==> src/rtl/xlat_pkg.sv <==
package xlat_pkg;

    typedef enum logic [1:0] {
        PG_4K  = 2'd0,
        PG_2M  = 2'd1,
        PG_1G  = 2'd2,
        PG_RSV = 2'd3
    } pg_size_e;

    typedef enum logic [1:0] {
        ACC_READ  = 2'd0,
        ACC_WRITE = 2'd1,
        ACC_EXEC  = 2'd2,
        ACC_RSV   = 2'd3
    } acc_e;

    typedef enum logic [1:0] {
        OP_IDLE    = 2'd0,
        OP_FILL    = 2'd1,
        OP_INV_TAG = 2'd2,
        OP_INV_ALL = 2'd3
    } op_e;

    localparam int PERM_R = 0;
    localparam int PERM_W = 1;
    localparam int PERM_X = 2;

    localparam int SHIFT_4K = 12;
    localparam int EXTRA_2M = 9;
    localparam int EXTRA_1G = 18;

endpackage

==> src/rtl/xlat_entry_match.sv <==
module xlat_entry_match
    import xlat_pkg::*;
#(
    parameter int VPN_W = 36,
    parameter int TAG_W = 8
) (
    input  logic             e_valid,
    input  logic [VPN_W-1:0] e_vpn,
    input  logic [TAG_W-1:0] e_tag,
    input  pg_size_e         e_size,
    input  logic [VPN_W-1:0] req_vpn,
    input  logic [TAG_W-1:0] req_tag,
    output logic             hit
);

    logic [VPN_W-1:0] care;

    always_comb begin
        unique case (e_size)
            PG_2M:   care = {{(VPN_W-EXTRA_2M){1'b1}}, {EXTRA_2M{1'b0}}};
            PG_1G:   care = {{(VPN_W-EXTRA_1G){1'b1}}, {EXTRA_1G{1'b0}}};
            default: care = '1;
        endcase
    end

    assign hit = e_valid && (e_tag == req_tag) && (((e_vpn ^ req_vpn) & care) == '0);

endmodule

==> src/rtl/xlat_age_tracker.sv <==
module xlat_age_tracker #(
    parameter int ENTRIES = 8,
    parameter int IDX_W   = $clog2(ENTRIES)
) (
    input  logic                            clk,
    input  logic                            rst_n,
    input  logic                            touch,
    input  logic [IDX_W-1:0]                touch_idx,
    output logic [ENTRIES-1:0][IDX_W-1:0]   age_q
);

    logic [IDX_W-1:0] ref_age;

    assign ref_age = age_q[touch_idx];

    always_ff @(posedge clk) begin
        if (!rst_n) begin
            for (int i = 0; i < ENTRIES; i++) age_q[i] <= IDX_W'(i);
        end else if (touch) begin
            for (int i = 0; i < ENTRIES; i++) begin
                if (IDX_W'(i) == touch_idx)      age_q[i] <= '0;
                else if (age_q[i] < ref_age)     age_q[i] <= age_q[i] + 1'b1;
            end
        end
    end

endmodule

==> src/rtl/xlat_victim_pick.sv <==
module xlat_victim_pick #(
    parameter int ENTRIES = 8,
    parameter int IDX_W   = $clog2(ENTRIES)
) (
    input  logic [ENTRIES-1:0]              valid,
    input  logic [ENTRIES-1:0][IDX_W-1:0]   age,
    output logic [IDX_W-1:0]                victim
);

    localparam logic [IDX_W-1:0] OLDEST = IDX_W'(ENTRIES - 1);

    logic             free_found;
    logic [IDX_W-1:0] free_idx;
    logic [IDX_W-1:0] lru_idx;

    always_comb begin
        free_found = 1'b0;
        free_idx   = '0;
        for (int i = ENTRIES - 1; i >= 0; i--) begin
            if (!valid[i]) begin
                free_found = 1'b1;
                free_idx   = IDX_W'(i);
            end
        end
    end

    always_comb begin
        lru_idx = '0;
        for (int i = 0; i < ENTRIES; i++) begin
            if (age[i] == OLDEST) lru_idx = IDX_W'(i);
        end
    end

    assign victim = free_found ? free_idx : lru_idx;

endmodule

==> src/rtl/vtag_xlat_cache.sv <==
module vtag_xlat_cache
    import xlat_pkg::*;
#(
    parameter int ENTRIES = 8,
    parameter int TAG_W   = 8,
    parameter int PA_W    = 44,
    parameter int VA_W    = 48
) (
    input  logic               clk,
    input  logic               rst_n,
    input  logic               lk_valid,
    input  logic [VA_W-1:0]    lk_vaddr,
    input  logic [TAG_W-1:0]   lk_tag,
    input  logic [1:0]         lk_acc,
    output logic               lk_hit,
    output logic [PA_W-1:0]    lk_paddr,
    output logic               lk_fault,
    output logic               lk_dirty_req,
    input  logic               fill_en,
    input  logic [VA_W-13:0]   fill_vpn,
    input  logic [TAG_W-1:0]   fill_tag,
    input  logic [PA_W-13:0]   fill_pfn,
    input  logic [1:0]         fill_size,
    input  logic [2:0]         fill_perm,
    input  logic               fill_dirty,
    input  logic               inv_tag_en,
    input  logic [TAG_W-1:0]   inv_tag,
    input  logic               inv_all
);

    localparam int VPN_W = VA_W - SHIFT_4K;
    localparam int FN_W  = PA_W - SHIFT_4K;
    localparam int IDX_W = (ENTRIES > 1) ? $clog2(ENTRIES) : 1;
    localparam int OFF2M = SHIFT_4K + EXTRA_2M;
    localparam int OFF1G = SHIFT_4K + EXTRA_1G;

    // entry storage
    logic [ENTRIES-1:0]            valid_q;
    logic [VPN_W-1:0]              vpn_q   [ENTRIES];
    logic [FN_W-1:0]               pfn_q   [ENTRIES];
    logic [TAG_W-1:0]              tag_q   [ENTRIES];
    pg_size_e                      size_q  [ENTRIES];
    logic [2:0]                    perm_q  [ENTRIES];
    logic [ENTRIES-1:0]            dirty_q;

    logic [ENTRIES-1:0]            hit_vec;
    logic                          any_hit;
    logic [IDX_W-1:0]              hit_idx;
    logic [ENTRIES-1:0][IDX_W-1:0] age_q;
    logic [IDX_W-1:0]              victim;
    op_e                           op;
    logic                          touch;
    logic [IDX_W-1:0]              touch_idx;
    logic [VPN_W-1:0]              req_vpn;

    assign req_vpn = lk_vaddr[VA_W-1:SHIFT_4K];

    // parallel compare, one comparator per entry
    for (genvar g = 0; g < ENTRIES; g++) begin : g_cmp
        xlat_entry_match #(
            .VPN_W (VPN_W),
            .TAG_W (TAG_W)
        ) cmp_i (
            .e_valid (valid_q[g]),
            .e_vpn   (vpn_q[g]),
            .e_tag   (tag_q[g]),
            .e_size  (size_q[g]),
            .req_vpn (req_vpn),
            .req_tag (lk_tag),
            .hit     (hit_vec[g])
        );
    end

    always_comb begin
        any_hit = 1'b0;
        hit_idx = '0;
        for (int i = ENTRIES - 1; i >= 0; i--) begin
            if (hit_vec[i]) begin
                any_hit = 1'b1;
                hit_idx = IDX_W'(i);
            end
        end
    end

    // write-side operation decode
    always_comb begin
        if (inv_all)          op = OP_INV_ALL;
        else if (inv_tag_en)  op = OP_INV_TAG;
        else if (fill_en)     op = OP_FILL;
        else                  op = OP_IDLE;
    end

    always_ff @(posedge clk) begin
        if (!rst_n) begin
            valid_q <= '0;
            dirty_q <= '0;
            for (int i = 0; i < ENTRIES; i++) begin
                vpn_q[i]  <= '0;
                pfn_q[i]  <= '0;
                tag_q[i]  <= '0;
                size_q[i] <= PG_4K;
                perm_q[i] <= '0;
            end
        end else begin
            unique case (op)
                OP_INV_ALL: valid_q <= '0;
                OP_INV_TAG: begin
                    for (int i = 0; i < ENTRIES; i++) begin
                        if (tag_q[i] == inv_tag) valid_q[i] <= 1'b0;
                    end
                end
                OP_FILL: begin
                    valid_q[victim] <= 1'b1;
                    dirty_q[victim] <= fill_dirty;
                    vpn_q[victim]   <= fill_vpn;
                    pfn_q[victim]   <= fill_pfn;
                    tag_q[victim]   <= fill_tag;
                    size_q[victim]  <= pg_size_e'(fill_size);
                    perm_q[victim]  <= fill_perm;
                end
                OP_IDLE: ;
            endcase
        end
    end

    // recency
    xlat_victim_pick #(
        .ENTRIES (ENTRIES),
        .IDX_W   (IDX_W)
    ) pick_i (
        .valid  (valid_q),
        .age    (age_q),
        .victim (victim)
    );

    assign touch     = (op == OP_FILL) || (lk_valid && any_hit);
    assign touch_idx = (op == OP_FILL) ? victim : hit_idx;

    xlat_age_tracker #(
        .ENTRIES (ENTRIES),
        .IDX_W   (IDX_W)
    ) age_i (
        .clk       (clk),
        .rst_n     (rst_n),
        .touch     (touch),
        .touch_idx (touch_idx),
        .age_q     (age_q)
    );

    // lookup outputs
    logic            perm_ok;
    logic [2:0]      sel_perm;
    logic [FN_W-1:0] sel_pfn;
    pg_size_e        sel_size;
    logic [PA_W-1:0] base_pa;

    assign sel_perm = perm_q[hit_idx];
    assign sel_pfn  = pfn_q[hit_idx];
    assign sel_size = size_q[hit_idx];
    assign base_pa  = {sel_pfn, {SHIFT_4K{1'b0}}};

    always_comb begin
        unique case (acc_e'(lk_acc))
            ACC_READ:  perm_ok = sel_perm[PERM_R];
            ACC_WRITE: perm_ok = sel_perm[PERM_W];
            ACC_EXEC:  perm_ok = sel_perm[PERM_X];
            default:   perm_ok = 1'b0;
        endcase
    end

    always_comb begin
        lk_hit       = lk_valid && any_hit;
        lk_fault     = lk_hit && !perm_ok;
        lk_dirty_req = lk_hit && perm_ok && (acc_e'(lk_acc) == ACC_WRITE) && !dirty_q[hit_idx];
        lk_paddr     = '0;
        if (lk_hit) begin
            unique case (sel_size)
                PG_2M:   lk_paddr = {base_pa[PA_W-1:OFF2M], lk_vaddr[OFF2M-1:0]};
                PG_1G:   lk_paddr = {base_pa[PA_W-1:OFF1G], lk_vaddr[OFF1G-1:0]};
                default: lk_paddr = {sel_pfn, lk_vaddr[SHIFT_4K-1:0]};
            endcase
        end
    end

endmodule

==> config.mk <==
export PLATFORM = sky130hd
export DESIGN_NAME = vtag_xlat_cache
export DESIGN_NICKNAME = d
export VERILOG_FILES = /design/src/rtl/xlat_pkg.sv /design/src/rtl/xlat_entry_match.sv /design/src/rtl/xlat_age_tracker.sv /design/src/rtl/xlat_victim_pick.sv /design/src/rtl/vtag_xlat_cache.sv
export SDC_FILE = /design/constraint.sdc
export NUM_CORES = 2
export LEC_CHECK = 0
export BUFFER_PORTS_ARGS = -buffer_cell sky130_fd_sc_hd__buf_2
export CORE_AREA = 8 8 273 275
export DETAILED_ROUTE_END_ITERATION = 12
export DIE_AREA = 0 0 281 283
export PLACE_DENSITY = 0.75
export SKIP_CTS_REPAIR_TIMING = 1
export SLEW_MARGIN = 20
export SYNTH_ARGS = -nofsm -noshare
export SYNTH_HDL_FRONTEND = slang
export SYNTH_HIERARCHICAL = 1
export SYNTH_SLANG_ARGS = --single-unit
==> constraint.sdc <==
create_clock -name clk -period 9.42 [get_ports clk]
set_clock_uncertainty 0.1 [all_clocks]
set_input_delay 0.942 -clock clk [delete_from_list [all_inputs] [get_ports clk]]
set_output_delay 0.942 -clock clk [all_outputs]
set_load 0.005 [all_outputs]
### Word level (Yosys, flattened, before mapping)

Memories as Yosys holds them, arrays and structs flattened.
Cells that the tools add are included.

| operators by class | value |
|---|---|
| muxes and demuxes | 106 |
| reductions and logical operators | 65 |
| equality and inequality tests | 61 |
| order comparisons | 12 |
| $add $sub $neg | 8 |
| bitwise gates (word level) | 17 |

Operators with widths:

| operator | number |
|---|---|
| $and A36 B36 Y36 | 8 |
| $logic_not A36 Y1 | 8 |
| $pmux W18 S2 | 8 |
| $xor A36 B36 Y36 | 8 |
| $mux W3 | 45 |
| $eq A8 B8 Y1 | 16 |
| $pmux W30 S2 | 1 |
| $mux W44 | 1 |
| $mux W1 | 37 |
| $mux W36 | 1 |
| $reduce_or A36 Y1 | 1 |
| $mux W32 | 1 |
| $reduce_and A2 Y1 | 16 |
| $reduce_or A32 Y1 | 1 |
| $add A3 B1 Y3 const B | 8 |
| $eq A2 B2 Y1 const B | 12 |
| $lt A3 B3 Y1 | 8 |
| $pmux W8 S3 | 1 |
| $eq A2 B1 Y1 const B | 11 |
| $logic_and A1 B1 Y1 | 22 |
| $eq A3 B3 Y1 const B | 7 |
| $ne A2 B2 Y1 const B | 8 |
| $reduce_bool A2 Y1 | 8 |
| $eq A3 B3 Y1 const A | 4 |
| other kinds (20) | 28 |

| storage, ports and cells | value |
|---|---|
| logic and storage cells | 291 |
| input port bits | 154 |
| memories kept | 5 |
| register bits after elaboration | 40 |
| RAM bits | 648 |
| output and inout bits | 47 |

Memory list:

| memory | words | width | rd ports | clocked after Yosys merged registers in | write ports | line | text |
|---|---|---|---|---|---|---|---|
| vpn_q | 8 | 36 | 8 | 0 | 8 | vtag_xlat_cache.sv:39 | `logic [VPN_W-1:0] vpn_q [ENTRIES];` |
| pfn_q | 8 | 32 | 1 | 0 | 8 | vtag_xlat_cache.sv:40 | `logic [FN_W-1:0] pfn_q [ENTRIES];` |
| tag_q | 8 | 8 | 8 | 0 | 8 | vtag_xlat_cache.sv:41 | `logic [TAG_W-1:0] tag_q [ENTRIES];` |
| perm_q | 8 | 3 | 1 | 0 | 8 | vtag_xlat_cache.sv:43 | `logic [2:0] perm_q [ENTRIES];` |
| size_q | 8 | 2 | 9 | 0 | 8 | vtag_xlat_cache.sv:42 | `pg_size_e size_q [ENTRIES];` |

### Longest topological paths before layout

An unclocked memory read counts as a cell.

| depth | value |
|---|---|
| depth after elaboration | 20 |
| depth in mapped cells | 22 |
| depth with buffers taken out | 17 |

### Modules after synthesis

The synthesis kept the hierarchy.

Modules (own cells, without submodules):

| module | seq. area each (µm²) | area an instance (µm²) | instances | cells an instance |
|---|---|---|---|---|
| vtag_xlat_cache | 19779.0 | 28417.3 | 1 | 2212 |
| xlat_entry_match | 0.0 | 523.0 | 8 | 63 |
| xlat_age_tracker | 480.5 | 1879.3 | 1 | 208 |
| xlat_victim_pick | 0.0 | 162.7 | 1 | 30 |

### Worst setup path before layout

No wires, ideal clock.

| path | value |
|---|---|
| kind | in2reg |
| from | input inv_tag_en |
| to | memory perm_q[0][0], enable pin |
| path buffers | 0 |
| slack | 1.215 ns |
| stages on the path | 3 |
| setup time | 0.642 ns |
| data required time | 8.678 ns |
| data arrival time | 7.463 ns |
| cell sequence | nor3b_2 > nand2b_1 > o31ai_1 |

RTL lines:

| element | line | text |
|---|---|---|
| start, declared | vtag_xlat_cache.sv:26 | `input logic inv_tag_en,` |
| end, declared | vtag_xlat_cache.sv:43 |  |

### Worst setup path after layout

| path | value |
|---|---|
| from | input lk_vaddr[26] |
| to | output lk_paddr[29] |

| between the ends | value |
|---|---|
| elaborated cells between the ends (all ways) | 55 |
| those cells by class | eq/ne: 2; mux: 18; bitwise: 16; reduce/logical: 17; memory: 2 |

RTL lines:

| element | line | text |
|---|---|---|
| start, declared | vtag_xlat_cache.sv:12 | `input logic [VA_W-1:0] lk_vaddr,` |
| $xor A36 B36 Y36 (*) | xlat_entry_match.sv:26 | `assign hit = e_valid && (e_tag == req_tag) && (((e_vpn ^ req_vpn) & care) == '0);` |
| $and A36 B36 Y36 (*) | xlat_entry_match.sv:26 |  |
| $logic_not A36 Y1 (*) | xlat_entry_match.sv:26 |  |
| $logic_and A1 B1 Y1 (*) | xlat_entry_match.sv:26 |  |
| net hit_vec[4] | vtag_xlat_cache.sv:46 | `logic [ENTRIES-1:0] hit_vec;` |
| $mux W3 (5 in a row) | vtag_xlat_cache.sv:78 | `if (hit_vec[i]) begin` |
| $mem_v2 Z8 W2 | - |  |
| $eq A2 B2 Y1 / $eq A2 B1 Y1 (equally long branches) | vtag_xlat_cache.sv:177 | `unique case (sel_size)` |
| $pmux W30 S2 | vtag_xlat_cache.sv:177 |  |
| $mux W44 (*) | vtag_xlat_cache.sv:176 | `if (lk_hit) begin` |
| end, declared | vtag_xlat_cache.sv:16 | `output logic [PA_W-1:0] lk_paddr,` |

Mark *: on every way through the listed nets, which the timed path passes. The rest lies on a longest branch.

==> metrics.csv <==
metric;value;unit
synth_warnings;6;
maxCapViolCount;0;
nNetsFinal;3310;
cts.path.max_buffers;3;
cts.sinks;688;
htreeDepth;3;
pin_count;201;
synth.area.top_cells;edfxtp_1 (56%), and2_1 (12%), xor2_1 (6.8%);
syn-num-nets;3142;
min_path_type;reg2reg;
crit_type;in2out;
start_kind;input pin;
worst_pin_slew;1.12;ns
num_vias;23900;
max_freq;0.138;GHz
mostFrequentLayoutCells;and2_1 (668), edfxtp_1 (648), nand2_1 (330);
rsz0062_at_grt;false;
ir_drop;0.143;mV
ys_seq_area_frac;0.585;
yosysTopAreaCell;edfxtp_1;
drtIter0Drc;2952;
synth_flop_cell;edfxtp_1;
syn_inst;2954;
p_total;6820;uW
syn_to_final_growth;13.0;%
dieHeight;283;um
period_needed;7.23;ns
wl;99100;um
die_w;281;um
antenna_found_initial;29;
yosysUniqueCellTypes;68;
grt_max_degree;91;
yosysTopAreaCellShare;0.562;
grt_overflow;0;
hold_slack;0.374;ns
status;completed;
root_buffer;clkbuf_16;
grt_pass1_wl;148000;um
hold_viol_final;0;
portBuffers;200;
numCtsBuffers;74;
crit_arrival;6.19;ns
final_common_cell;and2_1;
pre_cts_ws;1.96;ns
synth-edff-count;648;
final_max_slew_viol_count;0;
finalSetupViolCount;0;
worstPathRequired;8.38;ns
drtPass1Iterations;5;
period_share;0.768;
gp_congestion;0.924;
synth_area;0.0346;sq mm
clk_latency;0.62;ns
dp_hpwl;62200;um
cts_tree;done;
crit_fanout;90;
wl_per_cell;23.9;um
ant_nets;0;
ys_ff_latch;688;
fin_ws;2.19;ns
row_count;98;
grtUsageTotal;0.244;
core_area;0.0705;sq mm
grt_pass1_vias;23400;
leakage;0.0147;uW
start_util;0.491;
drcViolationCount;0;
dieArea;0.0795;sq mm
relSlewSlack;0.251;
endpoint_kind;output pin;
drive_gt1_frac;0.127;
viasPerCell;5.75;
tns;0;ns
synth_area_per_cell;11.7;sq um
power_density;174;mW/mm^2
clk_pin_slew;0.06;ns
synthArstFlopShare;0;
-- flip-flops by register name, indices dropped and copies added, names as in the netlist --
signal / count
vpn_q: 288
pfn_q: 256
tag_q: 64
age_i/age_q: 24
perm_q: 24
size_q: 16
dirty_q: 8
valid_q: 8
-- synthesized netlist by cell type (all sizes together) (13+ instances only) --
master  count
and2      669
edfxtp    648
nand2     332
xor2      270
xnor2     146
nand3     139
clkbuf    118
nor4       67
o21ai      59
a21oi      42
nand4      42
dfxtp      40
nor2       35
ha         34
a311oi     29
buf        28
inv        27
and3       22
a211oi     20
a31oi      19
nor3       18
a21boi     14
nor2b      13
-- power breakdown --
group          leakage [uW]  total, uW  internal [uW]  switching, uW
registers           0.00702       3500           3450           51.2
logic               0.00648        434            144            290
clock network       0.00117       2880           1660           1220
-- logic make-up after synthesis --
logic type	after synthesis	share of synthesized area
and+or+nand+nor	1382	0.220
DFF	688	0.585
xor gates and xnor gates	416	0.107
AOI/OAI and AO/OA	242	0.0496
buffers and inverters	173	0.0197
adders and majority gates	34	0.0123
muxes	19	0.00708
-- final timing paths --
check | slack, ns | to | cells past startpoint | start
worst max-delay path | 2.19 | lk_paddr[29] | 15 | lk_vaddr[26]
worst min-delay path | 0.37 | dirty_q[7] | 2 | dirty_q[7]
worst max register to register | 2.57 | age_i/age_q[17] | 16 | tag_q[3][6]
worst min register to register | 0.37 | dirty_q[7] | 2 | dirty_q[7]
-- layout make-up --
type                            count  area, sq um
Clock buffer                       86         1960
Multi-Input combinational cell   2093        13900
Fill cell                        5784        31300
Clock inverter                     49          422
Inverter                           27          101
Antenna cell                       15         37.5
Sequential cell                   688        20300
Tap cell                          950         1190
Timing Repair Buffer              238         1290
-- metal layers --
metal | wire [um] | global-route usage | part of all wire
met4 | 3790 | 0.100 | 0.038
met3 | 9830 | 0.0540 | 0.099
met5 | 106 | 0 | 0.0011
met2 | 45300 | 0.379 | 0.46
met1 | 40100 | 0.330 | 0.40
-- through the flow --
step,instance area (sq um),util,cells
3_3_place_gp,36700,0.521,3996
2_1_floorplan,34600,-,2954
6_report,39200,0.555,4146
4_1_cts,39100,0.555,4131
3_5_place_dp,36700,0.521,3996
5_1_grt,39100,0.555,4139
-- critical path, cell delays in order --
cell and delay, ns:
buf_2 0.30, xor2_1 0.12, nor4_1 0.70, a21oi_1 0.27, a2111oi_2 0.61, a221o_1 0.42
a21o_4 0.83, nand3_1 0.19, nand3_1 0.17, nand2_1 0.07, ha_1 0.33, nor2b_1 0.44
nand2_1 0.21, a21oi_1 0.32, buf_2 0.19
Note: power is estimated with default switching activity, not from simulation.
